## src/rtl/bpr_pkg.sv

```systemverilog
package bpr_pkg;

  typedef enum logic [1:0] {
    VERDICT_NONE  = 2'd0,
    VERDICT_READ  = 2'd1,
    VERDICT_WRITE = 2'd2,
    VERDICT_UNDEF = 2'd3
  } verdict_e;

  localparam int unsigned NUM_BANKS = 2;
  localparam int unsigned BANK_NS   = 0;
  localparam int unsigned BANK_SEC  = 1;

endpackage

```

## src/rtl/bpr_access_ctrl.sv

```systemverilog
module bpr_access_ctrl
  import bpr_pkg::*;
#(
  parameter int unsigned OP1_W   = 3,
  parameter int unsigned CRN_W   = 4,
  parameter int unsigned CRM_W   = 4,
  parameter int unsigned OP2_W   = 3,
  parameter int unsigned SEL_OP1 = 0,
  parameter int unsigned SEL_CRN = 13,
  parameter int unsigned SEL_CRM = 0,
  parameter int unsigned SEL_OP2 = 0
) (
  input  logic             acc_valid,
  input  logic             acc_write,
  input  logic [OP1_W-1:0] acc_op1,
  input  logic [CRN_W-1:0] acc_crn,
  input  logic [CRM_W-1:0] acc_crm,
  input  logic [OP2_W-1:0] acc_op2,
  input  logic             priv_mode,
  input  logic             sec_state,
  input  logic             sec_wr_lock,
  output verdict_e         verdict,
  output logic             addr_hit,
  output logic             wr_accept,
  output logic             rd_accept,
  output logic             undef
);

  function automatic logic field_match(
    input logic [OP1_W-1:0] o1, input logic [CRN_W-1:0] n,
    input logic [CRM_W-1:0] m,  input logic [OP2_W-1:0] o2);
    return (o1 == OP1_W'(SEL_OP1)) && (n == CRN_W'(SEL_CRN)) &&
           (m == CRM_W'(SEL_CRM)) && (o2 == OP2_W'(SEL_OP2));
  endfunction

  function automatic verdict_e judge(
    input logic hit, input logic wr, input logic priv,
    input logic sec, input logic lock);
    if (!hit)                  return VERDICT_NONE;
    else if (!priv)            return VERDICT_UNDEF;
    else if (wr && sec && lock) return VERDICT_UNDEF;
    else if (wr)               return VERDICT_WRITE;
    else                       return VERDICT_READ;
  endfunction

  always_comb begin
    addr_hit  = acc_valid && field_match(acc_op1, acc_crn, acc_crm, acc_op2);
    verdict   = judge(addr_hit, acc_write, priv_mode, sec_state, sec_wr_lock);
    wr_accept = (verdict == VERDICT_WRITE);
    rd_accept = (verdict == VERDICT_READ);
    undef     = (verdict == VERDICT_UNDEF);
  end

endmodule

```

## src/rtl/bpr_pid_bank.sv

```systemverilog
module bpr_pid_bank
  import bpr_pkg::*;
#(
  parameter int unsigned PID_W = 7
) (
  input  logic             clk,
  input  logic             rst_n,
  input  logic             wr_en,
  input  logic             sec_state,
  input  logic [PID_W-1:0] wr_pid,
  output logic [PID_W-1:0] pid_sec,
  output logic [PID_W-1:0] pid_ns,
  output logic [PID_W-1:0] pid_sel
);

  logic [PID_W-1:0] copy_q [NUM_BANKS];
  logic [NUM_BANKS-1:0] bank_we;

  always_comb begin
    bank_we = '0;
    bank_we[sec_state ? BANK_SEC : BANK_NS] = wr_en;
  end

  for (genvar b = 0; b < NUM_BANKS; b++) begin : g_bank
    always_ff @(posedge clk or negedge rst_n) begin
      if (!rst_n)          copy_q[b] <= '0;
      else if (bank_we[b]) copy_q[b] <= wr_pid;
    end
  end

  assign pid_sec = copy_q[BANK_SEC];
  assign pid_ns  = copy_q[BANK_NS];
  assign pid_sel = sec_state ? pid_sec : pid_ns;

endmodule

```

## src/rtl/bpr_remap.sv

```systemverilog
module bpr_remap #(
  parameter int unsigned ADDR_W = 32,
  parameter int unsigned PID_W  = 7
) (
  input  logic [ADDR_W-1:0] va_in,
  input  logic [PID_W-1:0]  pid,
  output logic              in_window,
  output logic [ADDR_W-1:0] mva_out
);

  localparam int unsigned LOW_W = ADDR_W - PID_W;

  function automatic logic [ADDR_W-1:0] relocate(
    input logic [ADDR_W-1:0] va, input logic [PID_W-1:0] id);
    if (va[ADDR_W-1:LOW_W] == '0) return {id, va[LOW_W-1:0]};
    else                          return va;
  endfunction

  assign in_window = (va_in[ADDR_W-1:LOW_W] == '0);
  assign mva_out   = relocate(va_in, pid);

endmodule

```

## src/rtl/banked_pid_relocator.sv

```systemverilog
module banked_pid_relocator
  import bpr_pkg::*;
#(
  parameter int unsigned ADDR_W  = 32,
  parameter int unsigned PID_W   = 7,
  parameter int unsigned OP1_W   = 3,
  parameter int unsigned CRN_W   = 4,
  parameter int unsigned CRM_W   = 4,
  parameter int unsigned OP2_W   = 3,
  parameter int unsigned SEL_CRN = 13
) (
  input  logic              clk,
  input  logic              rst_n,
  input  logic              acc_valid,
  input  logic              acc_write,
  input  logic [OP1_W-1:0]  acc_op1,
  input  logic [CRN_W-1:0]  acc_crn,
  input  logic [CRM_W-1:0]  acc_crm,
  input  logic [OP2_W-1:0]  acc_op2,
  input  logic [ADDR_W-1:0] acc_wdata,
  input  logic              priv_mode,
  input  logic              sec_state,
  input  logic              sec_wr_lock,
  output logic [ADDR_W-1:0] rd_data,
  output logic              undef_o,
  output logic              flush_pulse,
  input  logic [ADDR_W-1:0] va_in,
  output logic [ADDR_W-1:0] mva_out
);

  localparam int unsigned LOW_W = ADDR_W - PID_W;

  verdict_e         verdict;
  logic             addr_hit;
  logic             wr_accept;
  logic             rd_accept;
  logic             undef;
  logic [PID_W-1:0] pid_sec;
  logic [PID_W-1:0] pid_ns;
  logic [PID_W-1:0] pid_sel;
  logic             in_window;
  logic             flush_q;
  logic [LOW_W-1:0] wdata_unused;

  assign wdata_unused = acc_wdata[LOW_W-1:0];

  bpr_access_ctrl #(
    .OP1_W(OP1_W), .CRN_W(CRN_W), .CRM_W(CRM_W), .OP2_W(OP2_W),
    .SEL_OP1(0), .SEL_CRN(SEL_CRN), .SEL_CRM(0), .SEL_OP2(0)
  ) u_ctrl (
    .acc_valid  (acc_valid),
    .acc_write  (acc_write),
    .acc_op1    (acc_op1),
    .acc_crn    (acc_crn),
    .acc_crm    (acc_crm),
    .acc_op2    (acc_op2),
    .priv_mode  (priv_mode),
    .sec_state  (sec_state),
    .sec_wr_lock(sec_wr_lock),
    .verdict    (verdict),
    .addr_hit   (addr_hit),
    .wr_accept  (wr_accept),
    .rd_accept  (rd_accept),
    .undef      (undef)
  );

  bpr_pid_bank #(.PID_W(PID_W)) u_bank (
    .clk      (clk),
    .rst_n    (rst_n),
    .wr_en    (wr_accept),
    .sec_state(sec_state),
    .wr_pid   (acc_wdata[ADDR_W-1:LOW_W]),
    .pid_sec  (pid_sec),
    .pid_ns   (pid_ns),
    .pid_sel  (pid_sel)
  );

  bpr_remap #(.ADDR_W(ADDR_W), .PID_W(PID_W)) u_remap (
    .va_in    (va_in),
    .pid      (pid_sel),
    .in_window(in_window),
    .mva_out  (mva_out)
  );

  always_ff @(posedge clk or negedge rst_n) begin
    if (!rst_n) flush_q <= 1'b0;
    else        flush_q <= wr_accept;
  end

  assign flush_pulse = flush_q;
  assign undef_o     = undef;
  assign rd_data     = rd_accept ? {pid_sel, {LOW_W{1'b0}}} : '0;

endmodule

```

## config.mk

```make
export PLATFORM = sky130hd
export DESIGN_NAME = banked_pid_relocator
export DESIGN_NICKNAME = d
export VERILOG_FILES = /design/src/rtl/bpr_pkg.sv /design/src/rtl/bpr_access_ctrl.sv /design/src/rtl/bpr_pid_bank.sv /design/src/rtl/bpr_remap.sv /design/src/rtl/banked_pid_relocator.sv
export SDC_FILE = /design/constraint.sdc
export NUM_CORES = 1
export LEC_CHECK = 0
export BUFFER_PORTS_ARGS = -buffer_cell sky130_fd_sc_hd__buf_2
export CAP_MARGIN = 5
export CORE_ASPECT_RATIO = 1.1
export CORE_MARGIN = 1.5
export CORE_UTILIZATION = 35
export CTS_CLUSTER_SIZE = 14
export DETAILED_ROUTE_END_ITERATION = 10
export PLACE_DENSITY = 0.79
export SLEW_MARGIN = 20
export SYNTH_ARGS = -nofsm -noshare
export SYNTH_HDL_FRONTEND = slang
export SYNTH_HIERARCHICAL = 1
export SYNTH_SLANG_ARGS = --single-unit
```

## constraint.sdc

```tcl
create_clock -name clk -period 2.2 [get_ports clk]
set_clock_uncertainty 0.2 [all_clocks]
set_input_delay 0.44 -clock clk [delete_from_list [all_inputs] [get_ports clk]]
set_output_delay 0.44 -clock clk [all_outputs]
set_load 0.02 [all_outputs]
```

==> results.md <==
* FP Rows at 23
* DP Wirelength at 2046 microns
* Clk_lat worst skew at 0.24 ns
* Full die area at 4247 sq um
* P per Cell Area at 407.9 nW/um^2
* Wire per inst at 12.40 microns
* RSZ-0062 raised after global routing: yes
* CTS buffer count at 3
* Final setup margin at -0.007291 ns
* CTS tree: built
* TritonRoute pass-1 iters at 3
* Layout area overhead at 14.15%
* Most frequent cells in the layout: buf_2, conb_1, dfrtp_1, mux2_2, buf_6
* Final instance count without filler cells at 209
* Grt ovf at 0
* Slew Viols, Final at 0
* Die height at 68.20 microns
* Placed cell count at 202
* Final hold vios at 0
* Core Area at 3684 sq um
* Fin crit share at 100.3%
* Layout fillers at 380
* Total Power at 629.8 uW
* Iteration-0 DRC Markers at 13
* Peak Freq at 453.0 MHz
* Shortest period the worst path allows at 2.207 ns
* Critical path launch point: acc_op2[0]
* Area of the multi-input gates at 676.9 sq um
* Critical R2R Launch: u_bank/pid_ns[3]$_DFFE_PN0P_
* R2R setup slack at 1.23 ns
* Layout cells sized above 1 at 61.01%
* Hold_ws at 0.2365 ns
* Placed instance area at 1389 sq um
* Buffers on Ports at 50
* First-pass GRT wire length at 4181 microns
* H-tree levels at 1
* Clk buf depth at 2
* Status: complete, but fails checks
* Max_cap viols at 0
* Via density at 4.340
* Clock transition at path regs at 0.06 ns
* Most common cell after layout, fill and taps aside: buf_2
* Startpoint Class: input pin
* N_diodes at 0
* Vias post-DR at 907
* R2r endpoint: u_bank/pid_ns[3]$_DFFE_PN0P_
* Worst VDD drop at 0.2112 mV
* Avg Cell Area, Syn at 10.65 sq um
* CP Capture Type: output pin
* Fin area at 1544 sq um
* Critical path class: in2out
* Finish-stage setup viols at 7
* Nets at 245
* Hold Path Class: in2reg
* Worst Hold Endpoint: u_bank/pid_ns[0]$_DFFE_PN0P_
* CTS Root Cell: clkbuf_8
* Total number of yosys warnings at 6
* Vias in the first global route at 909
* Initial antenna violation count at 0
* Starting Density at 36.72%
* Hold path cells at 2
* Tot GR Track Use at 12.95%
* Drt total wl at 2592 microns
* DRC at 0
* Largest net degree at the start of global routing at 16
* Req. time, crit path at 1.56 ns
* Worst Path Arrival at 1.57 ns
* Max FO, Critical Path at 7
* Pleak at 0.8275 nW
* ANT nets after route at 0
* Worst hold path startpoint: acc_wdata[25]
* Global placement routability congestion at 0.6808
* Ports at 151
* Register area at 375.4 sq um
* Syn Inst Count at 127
* Clk sink count at 15
* Failing checks: setup timing
* Post-Syn Area at 1353 sq um
* Util after Layout at 41.92%
* Die Wd at 62.27 microns
* Reg2reg path depth at 1
[layer usage]
metal  GRT usage, %  up-vias  share of wire, %
li1               -      420                 -
met1          13.57      427                38
met2          23.78       48                51
met3          4.441       12               7.9
met4          6.389        0               2.8
met5              0        -                 0
[where the power goes]
group / switching [mW] / leakage [nW] / internal, mW
Combinational: 0.0863 / 0.595 / 0.0440
Sequential: 0.0000189 / 0.210 / 0.276
Clock: 0.0955 / 0.0228 / 0.128
Total: 0.182 / 0.827 / 0.448
[critical path, stage by stage]
cell and delay (ns):
buf_6 0.10, nor4_4 0.27, nand4_2 0.16, nor3b_2 0.17
buf_4 0.17, and2_4 0.14, buf_6 0.11
[area by class of cell]
class | count | area share (%)
inverters | 4 | 0.9724
repair buffers | 56 | 23.91
clock buffers | 4 | 2.917
well taps | 50 | 4.052
multi-input cells | 80 | 43.84
flip-flops and latches | 15 | 24.31
[state kept, by name, indices dropped and copies added, names as in the netlist]
signal,flops
flush_pulse,1
u_bank/pid_ns,7
u_bank/pid_sec,7
[stage by stage]
step,setup TNS (ns),setup slack (ns)
finish,-0.02885,-0.007291
global route,-0.7732,-0.08920
CTS,0,0.005309
detailed placement,-0.5320,-0.09082
global placement,-0.4903,-0.08102
floorplan,0,0.1375
[worst max-delay path by stage]
stage,to
after CTS,rd_data[28]
final,rd_data[28]
after floorplan,rd_data[25]
after global placement,rd_data[25]
after detailed placement,rd_data[28]
after global routing,undef_o
[what timing repair did]
action                                  CTS  global route
hold endpoints to repair                 15             0
buffers inserted                          2             0
resized for setup                        23             2
gates cloned                              0             0
hold buffers                              1             0
pin swaps                                 4             2
endpoints found under the setup margin    7            17
No activity file was read; power rests on OpenSTA's default activity.
